**src/rtl/pkt_fifo_cts.sv**
```systemverilog
module pkt_fifo_cts #(
  parameter int DATA_W    = 8,
  parameter int MAX_LEN   = 16,
  parameter int ENTRIES   = 4,
  parameter int STOP_AT   = 3,
  parameter int RESUME_AT = 2,
  localparam int LEN_W = $clog2(MAX_LEN + 1),
  localparam int IDX_W = $clog2(MAX_LEN),
  localparam int PTR_W = $clog2(ENTRIES),
  localparam int CNT_W = $clog2(ENTRIES + 1)
) (
  input  logic              clk,
  input  logic              rst_n,
  input  logic              in_valid,
  input  logic [DATA_W-1:0] in_data,
  input  logic              in_last,
  output logic              cts,
  output logic              overflow,
  output logic              rd_valid,
  output logic [LEN_W-1:0]  rd_len,
  input  logic [IDX_W-1:0]  rd_addr,
  output logic [DATA_W-1:0] rd_data,
  input  logic              rd_pop
);
  localparam logic [CNT_W-1:0] FULL   = CNT_W'(ENTRIES);
  localparam logic [CNT_W-1:0] STOP   = CNT_W'(STOP_AT);
  localparam logic [CNT_W-1:0] RESUME = CNT_W'(RESUME_AT);
  localparam logic [IDX_W-1:0] LASTI  = IDX_W'(MAX_LEN - 1);
  localparam logic [PTR_W-1:0] LASTP  = PTR_W'(ENTRIES - 1);

  logic [DATA_W-1:0] mem   [ENTRIES][MAX_LEN];
  logic [LEN_W-1:0]  len_q [ENTRIES];
  logic [PTR_W-1:0]  wr_ptr, rd_ptr;
  logic [IDX_W-1:0]  fill;
  logic [CNT_W-1:0]  occ, occ_nx;
  logic              accept, closing, popping;

  assign accept  = in_valid && (occ < FULL);
  assign closing = accept && (in_last || fill == LASTI);
  assign popping = rd_pop && (occ != '0);
  assign occ_nx  = occ + CNT_W'(closing) - CNT_W'(popping);

  assign rd_valid = (occ != '0);
  assign rd_len   = len_q[rd_ptr];
  assign rd_data  = mem[rd_ptr][rd_addr];

  always_ff @(posedge clk)
    if (accept) mem[wr_ptr][fill] <= in_data;

  always_ff @(posedge clk) begin
    if (!rst_n) begin
      wr_ptr   <= '0;
      rd_ptr   <= '0;
      fill     <= '0;
      occ      <= '0;
      cts      <= 1'b1;
      overflow <= 1'b0;
      for (int i = 0; i < ENTRIES; i++) len_q[i] <= '0;
    end else begin
      occ <= occ_nx;
      if (in_valid && !accept) overflow <= 1'b1;
      if (closing) begin
        len_q[wr_ptr] <= LEN_W'(fill) + LEN_W'(1);
        wr_ptr        <= (wr_ptr == LASTP) ? '0 : wr_ptr + PTR_W'(1);
        fill          <= '0;
      end else if (accept) begin
        fill <= fill + IDX_W'(1);
      end
      if (popping) rd_ptr <= (rd_ptr == LASTP) ? '0 : rd_ptr + PTR_W'(1);
      if (occ_nx >= STOP)        cts <= 1'b0;
      else if (occ_nx <= RESUME) cts <= 1'b1;
    end
  end
endmodule


```
**config.mk**
```make
export PLATFORM = sky130hd
export DESIGN_NAME = pkt_fifo_cts
export DESIGN_NICKNAME = d
export VERILOG_FILES = /design/src/rtl/pkt_fifo_cts.sv
export SDC_FILE = /design/constraint.sdc
export NUM_CORES = 1
export LEC_CHECK = 0
export BUFFER_PORTS_ARGS = -buffer_cell sky130_fd_sc_hd__clkbuf_2
export CAP_MARGIN = 0
export CORE_MARGIN = 8
export CORE_UTILIZATION = 40
export CTS_CLUSTER_SIZE = 10
export DETAILED_ROUTE_END_ITERATION = 8
export PLACE_DENSITY = 0.65
export SYNTH_ARGS = -nofsm -noshare
export SYNTH_HDL_FRONTEND = slang
export SYNTH_SLANG_ARGS = --single-unit
export TNS_END_PERCENT = 20
```
**constraint.sdc**
```tcl
create_clock -name clk -period 4 [get_ports clk]
set_clock_uncertainty 0.1 [all_clocks]
set_input_delay 0.4 -clock clk [delete_from_list [all_inputs] [get_ports clk]]
set_output_delay 0.4 -clock clk [all_outputs]
set_load 0.005 [all_outputs]
```
==> results of run 1 <==
## cell type report
cell class                      count  area, sq um
Antenna cell                        1         2.50
Clock buffer                       76         1600
Clock inverter                      4         71.3
Fill cell                        4477        29400
Inverter                           12         45.0
Multi-Input combinational cell    439         5060
Sequential cell                   547        16300
Tap cell                          696          871
Timing Repair Buffer               67          493
## cells in the final DEF (no fill, tap or decap), types with 3 or more instances in the layout
cell type  count
a211o_1        6
a211oi_1       7
a21boi_0       3
a21oi_1       10
a221oi_1       4
a22o_1         8
a31oi_1        3
and2_1        72
buf_12         5
buf_4         29
clkbuf_1      14
clkbuf_16     62
clkbuf_2      31
dfxtp_1       13
edfxtp_1     532
ha_1          11
inv_1         12
mux2_2         7
mux2i_1       35
mux4_1         4
mux4_2       123
nand2_1       14
nand2b_1       6
nand3_1        5
nand3b_1       7
nor2_1        39
nor2b_1        6
nor3_1         5
o21a_1         3
o21ai_0        4
o221ai_1      11
o22ai_1       17
o32ai_1        3
or3_1          8
or3b_2         3
xnor2_1        4
## worst max-delay path, stage by stage (launching register included)
cell,delay (ns)
dfxtp_4,0.62
buf_4,0.46
mux4_2,0.56
mux2i_1,0.39
a221oi_1,0.18
a22o_1,0.29
clkbuf_2,0.15
## stage by stage
stage | worst slack (ns) | total power, mW | utilization (%) | hold slack [ns] | instances
after floorplan | 1.51 | 7.72 | - | 0.367 | 1056
after global placement | 0.809 | 8.21 | 42.2 | 0.375 | 1759
after detailed placement | 0.848 | 8.24 | 42.2 | 0.393 | 1759
after CTS | 0.160 | 13.1 | 45.4 | 0.0275 | 1841
after global routing | 0.0596 | 13.4 | 45.4 | 0.0918 | 1841
final | 0.199 | 13.0 | 45.4 | 0.0647 | 1842
## kinds of logic (layout without fill, tap and decap cells)
family	after synthesis	in the layout	synth area share, %
DFF	547	547	74.9
muxes	169	169	15.2
and+or+nand+nor	169	169	4.32
AOI/OAI and AO/OA	83	83	2.78
buffers and inverters	70	159	1.86
adders and majority gates	12	12	0.725
xor gates and xnor gates	6	6	0.242
other	0	1	0
## state kept, by name (all words and copies together) (netlist names), named ones only
register / count
mem: 512
fill: 4
wr_ptr: 2
rd_ptr: 2
cts: 1
occ: 3
overflow: 1
len_q: 20
## per-layer routing
metal  track usage (%)  wire (microns)  vias to the layer above
met5                 0              13                        -
met3              4.13            3550                       81
met1              21.0           20800                     5507
li1                  -               -                     4462
met2              24.4           22800                      368
met4              4.57            1170                        2
## final timing paths
| path | from | to | depth (start not counted) |
|---|---|---|---|
| worst max-delay path | flip-flop | rd_data[6] | 6 |
| worst min-delay path | in_last | fill[2] | 4 |
| worst max register to register | fill[0] | cts | 11 |
| worst min register to register | rd_ptr[1] | flip-flop | 2 |
## Yosys cell counts, types with 4 or more instances
cell	n
edfxtp_1	532
mux4_2	123
and2_1	72
nor2_1	39
mux2i_1	35
buf_2	20
o22ai_1	17
clkbuf_1	16
dfxtp_1	15
nand2_1	14
inv_1	12
ha_1	11
o221ai_1	11
a21oi_1	10
buf_4	10
a22o_1	8
or3_1	8
a211oi_1	7
mux2_2	7
nand3b_1	7
a211o_1	6
buf_6	6
nand2b_1	6
nor2b_1	6
nand3_1	5
nor3_1	5
a221oi_1	4
mux4_1	4
o21ai_0	4
xnor2_1	4
## timing repair
action	in CTS	in global routing
buffers inserted	0	0
endpoints found under the hold margin	3	0
hold buffers	2	0
## power groups by stage
stage | clock network (mW) | registers, mW | logic (mW)
after floorplan | 0 | 6.51 | 1.21
after global placement | 0 | 6.57 | 1.64
after detailed placement | 0 | 6.58 | 1.66
after CTS | 4.94 | 6.46 | 1.67
after global routing | 5.15 | 6.47 | 1.77
final | 4.85 | 6.46 | 1.64
==> flow_summary_export.csv, run 1 <==
group,metric,value,unit
global_routing,grt_usage,15.5,%
detailed_routing,drt_iter0_markers,1015,
detailed_routing,routedWlPerCell,26.3,microns
timing,layout_min_cycle_time,3.80,ns
worst_hold_path,hp-class,"in -> reg",
timing,fin_crit_sh,95.0,%
synth,synth_warnings,0,
floorplanning,core,53800,sq um
clock_tree,cts-root-buf,"clkbuf_16",
detailed_routing,drtAntennaViolNets,0,
detailed_routing,drc,0,
floorplanning,die_w,249,microns
floorplanning,io_pins,33,
cells_and_area,layout.nets,1157,
clock_tree,cts_resized,0,
synth,async_flop_share,0,%
setup_path,arrival,3.30,ns
timing,rsz0062_at_grt,"no",
floorplanning,rows,85,
synth,yosys.cell_types.count,46,
pwr,pwr-share-seq,49.9,%
pwr,clkPwrFrac,37.5,%
floorplanning,die_y,249,microns
global_routing,grt_pass1_vias,10943,
clock_tree,clock_path_buffers,3,
timing,drv_slew,0,
setup_path,r2r_slack,1.08,ns
placement,gp_congestion,0.824,
synth,synth_edf_count,532,
detailed_routing,vias,10420,
timing,fmax,0.263,GHz
setup_path,critPathRequiredTime,3.50,ns
placement,io_buffers,32,
synth,synth_top_flop_cell,"edfxtp_1",
global_routing,grt_max_degree,65,
timing,tightest_slew,0.967,ns
clock_tree,cts_inserted_buffers,61,
synth,synth_nets,1085,
detailed_routing,drt_pass1_iterations,7,
run_status,status,"complete, no violations",
timing,hold_violations,0,
synth,syn_area_per_cell,20.6,sq um
setup_path,cp-end-kind,"output pin",
pwr,ir_worst_vdd,0.356,mV
detailed_routing,routed_via_density,5.66,
cells_and_area,synthToLayoutAreaGrowth,12.4,%
pwr,power_leakage,7.60,nW
pwr,p_per_area,530,nW/um^2
clock_tree,htree_levels,2,
pwr,switchingPower,3.03,mW
floorplanning,initial_core_util,40.4,%
pwr,p_sw_share,23.4,%
detailed_routing,drt-total-wl,48400,microns
clock_tree,clkTransAtPathRegs,0.05,ns
setup_path,worstSetupPathType,"reg -> out",
synth,synth_area,21700,sq um
cells_and_area,design_area,24400,sq um
clock_tree,cts.sinks,547,
timing,setup_viol,0,
synth,yosys.area.top_type,"edfxtp_1",
synth,ys_seq_elements,547,
global_routing,overflow,0,
global_routing,antenna_found_initial,2,
synth,netlist_instances,1056,
timing,relSlewSlack,35.5,%
synth,synth.top_cell.area_share,73.5,%
floorplanning,dieArea,62100,sq um
placement,postPlaceCellArea,22700,sq um
synth,synth_area_leaders,"edfxtp_1 (73%), mux4_2 (13%), and2_1 (2.1%), mux2i_1 (1.6%), dfxtp_1 (1.4%)",
pwr,comb_power_share,12.7,%
setup_path,path_max_fanout,24,
placement,hpwl,29700,microns
run,maxCapViolCount,0,
global_routing,grt_pass1_wl,72100,microns
setup_path,worstSetupStartpointType,"flip-flop",
timing,fin_setup_tns,0,ns
synth,ys_seq_area_share,74.9,%
clock_tree,clk_latency,0.60,ns
clock_tree,cts_tree,"done",
pwr,p_int,9.92,mW
cells_and_area,drive_gt1_share,23.2,%
(Power assumes the default switching activity.)
==> run 2: changes to the inputs <==
--- a/config.mk
+++ b/config.mk
@@ -7,7 +7,7 @@
 export LEC_CHECK = 0
 export BUFFER_PORTS_ARGS = -buffer_cell sky130_fd_sc_hd__clkbuf_2
 export CAP_MARGIN = 0
-export CORE_MARGIN = 8
+export CORE_MARGIN = 2
 export CORE_UTILIZATION = 40
 export CTS_CLUSTER_SIZE = 10
 export DETAILED_ROUTE_END_ITERATION = 8
==> run 2 against run 1 <==
Compared with the run above: wire length decreased by 0.71%; largest cell class unchanged; fmax increased by 1.7%; clock-buffer cell count increased by 2; hold slack got worse by 0.028 ns; sequential power about the same; power increased by 3.6%; critical path depth unchanged; non-clock buffer count decreased by 3.
==> flow_summary_export.csv, run 2 (same netlist as run 1, synthesis figures left out) <==
group,metric,value,unit
clock_tree,clkTransAtPathRegs,0.05,ns
cells_and_area,final_common_cell,"edfxtp_1",
detailed_routing,drt_iter0_markers,956,
run_status,status,"complete, no violations",
clock_tree,cts.sinks,547,
timing,worst_slack,0.263,ns
cells_and_area,layout_common_cells,"edfxtp_1 (532), mux4_2 (123), and2_1 (72), clkbuf_16 (68), nor2_1 (39)",
worst_hold_path,worstHoldPathCells,3,
setup_path,timing.rr.end,"cts",
clock_tree,clk_latency,0.58,ns
worst_hold_path,holdPathEnd,"overflow",
detailed_routing,drt_pass1_iterations,7,
worst_hold_path,min_from,"in_valid",
clock_tree,htree_levels,3,
run,maxCapViolCount,0,
setup_path,worstSetupStartpointType,"flip-flop",
floorplanning,die_w,237,microns
clock_tree,cts-root-buf,"clkbuf_16",
timing,fin_setup_tns,0,ns
global_routing,grt_pass1_wl,71900,microns
detailed_routing,vias,10305,
detailed_routing,drtAntennaViolNets,0,
detailed_routing,routed_via_density,5.59,
setup_path,path_max_fanout,31,
pwr,p_per_area,546,nW/um^2
clock_tree,clock_path_buffers,3,
floorplanning,initial_core_util,40.4,%
cells_and_area,largestRegisters,"mem: 512 flops, len_q: 20 flops, fill: 4 flops",
floorplanning,dieArea,56200,sq um
floorplanning,die_y,237,microns
clock_tree,cts_tree,"done",
placement,io_buffers,32,
global_routing,grt_max_degree,65,
worst_hold_path,hp-class,"in -> reg",
setup_path,critPathRequiredTime,3.50,ns
timing,rsz0062_at_grt,"no",
floorplanning,io_pins,33,
clock_tree,cts_resized,0,
timing,layout_min_cycle_time,3.74,ns
cells_and_area,largest_register_ffs,512,
global_routing,overflow,0,
setup_path,cp-end-kind,"output pin",
cells_and_area,utilization,45.7,%
timing,fin_crit_sh,93.4,%
timing,setup_viol,0,
timing,fmax,0.268,GHz
timing,hold_violations,0,
placement,hpwl,30000,microns
cells_and_area,layout.nets,1159,
clock_tree,cts_hold_buf,0,
global_routing,grt_pass1_vias,10976,
placement,gp_congestion,0.808,
placement,post-place-ws,0.736,ns
global_routing,antenna_found_initial,0,
setup_path,reg2reg_depth,11,
setup_path,r2r_slack,1.07,ns
setup_path,worstSetupPathType,"reg -> out",
clock_tree,post-cts-setup-buffers,0,
setup_path,arrival,3.24,ns
cells_and_area,synthToLayoutAreaGrowth,13.1,%
detailed_routing,drc,0,
floorplanning,core,53800,sq um
detailed_routing,drt-total-wl,48100,microns
global_routing,grt_usage,17.6,%
detailed_routing,routedWlPerCell,26.1,microns
cells_and_area,drive_gt1_share,24.0,%
timing,tightest_slew,1.19,ns
pwr,ir_worst_vdd,0.290,mV
timing,relSlewSlack,20.9,%
cells_and_area,fillers,4474,
timing,drv_slew,0,
clock_tree,cts_inserted_buffers,66,
floorplanning,rows,85,
pwr,power_leakage,7.69,nW
setup_path,reg2reg_from,"fill[0]",
cells_and_area,top_register,"mem",
==> run 2: worst max-delay path, stage by stage (launching register included) <==
cell and delay, ns:
dfxtp_4 0.76, buf_4 0.34, mux4_2 0.53, and2_1 0.18, a211oi_1 0.40, o32ai_1 0.23, clkbuf_2 0.15
==> run 2: power breakdown <==
part	leakage, nW	total (mW)	internal (mW)	switching, mW
clock network	0.908	5.31	3.14	2.17
registers	4.94	6.49	6.37	0.113
logic	1.85	1.63	0.786	0.842
total	7.69	13.4	10.3	3.13
==> run 2: worst max-delay path by stage <==
| stage | from | to | slack [ns] | cells after the start |
|---|---|---|---|---|
| after detailed placement | flip-flop | rd_data[7] | 0.74 | 6 |
| after floorplan | fill[1] | cts | 1.51 | 12 |
| after global placement | flip-flop | rd_data[7] | 0.74 | 6 |
| after CTS | flip-flop | rd_data[7] | 0.11 | 6 |
| after global routing | flip-flop | rd_data[7] | 0.07 | 6 |
| final | flip-flop | rd_data[4] | 0.26 | 6 |
==> run 2: metrics by stage <==
| step | std cells | hold slack, ns | total power, mW | area [sq um] |
|---|---|---|---|---|
| after floorplan | 1056 | 0.367 | 7.72 | 21700 |
| after global placement | 1758 | 0.365 | 8.22 | 22700 |
| after detailed placement | 1758 | 0.400 | 8.25 | 22700 |
| after CTS | 1844 | 0.0112 | 13.5 | 24600 |
| after global routing | 1844 | 0.0561 | 13.9 | 24600 |
| final | 1845 | 0.0371 | 13.4 | 24600 |
==> run 2: cell type report <==
type | instances | area (sq um) | share of cell area [%]
Sequential cell | 547 | 16300 | 66.2
Multi-Input combinational cell | 439 | 5060 | 20.6
Clock buffer | 78 | 1750 | 7.11
Tap cell | 696 | 871 | 3.54
Timing Repair Buffer | 64 | 465 | 1.89
Clock inverter | 8 | 115 | 0.468
Inverter | 12 | 45.0 | 0.183
Antenna cell | 1 | 2.50 | 0.0102
==> run 2: layer usage <==
layer	vias up	part of all wire [%]	GRT usage [%]
li1	4473	-	-
met1	5417	42	23.7
met2	330	48	28.0
met3	85	6.6	4.30
met4	0	2.8	6.08
met5	-	0	0
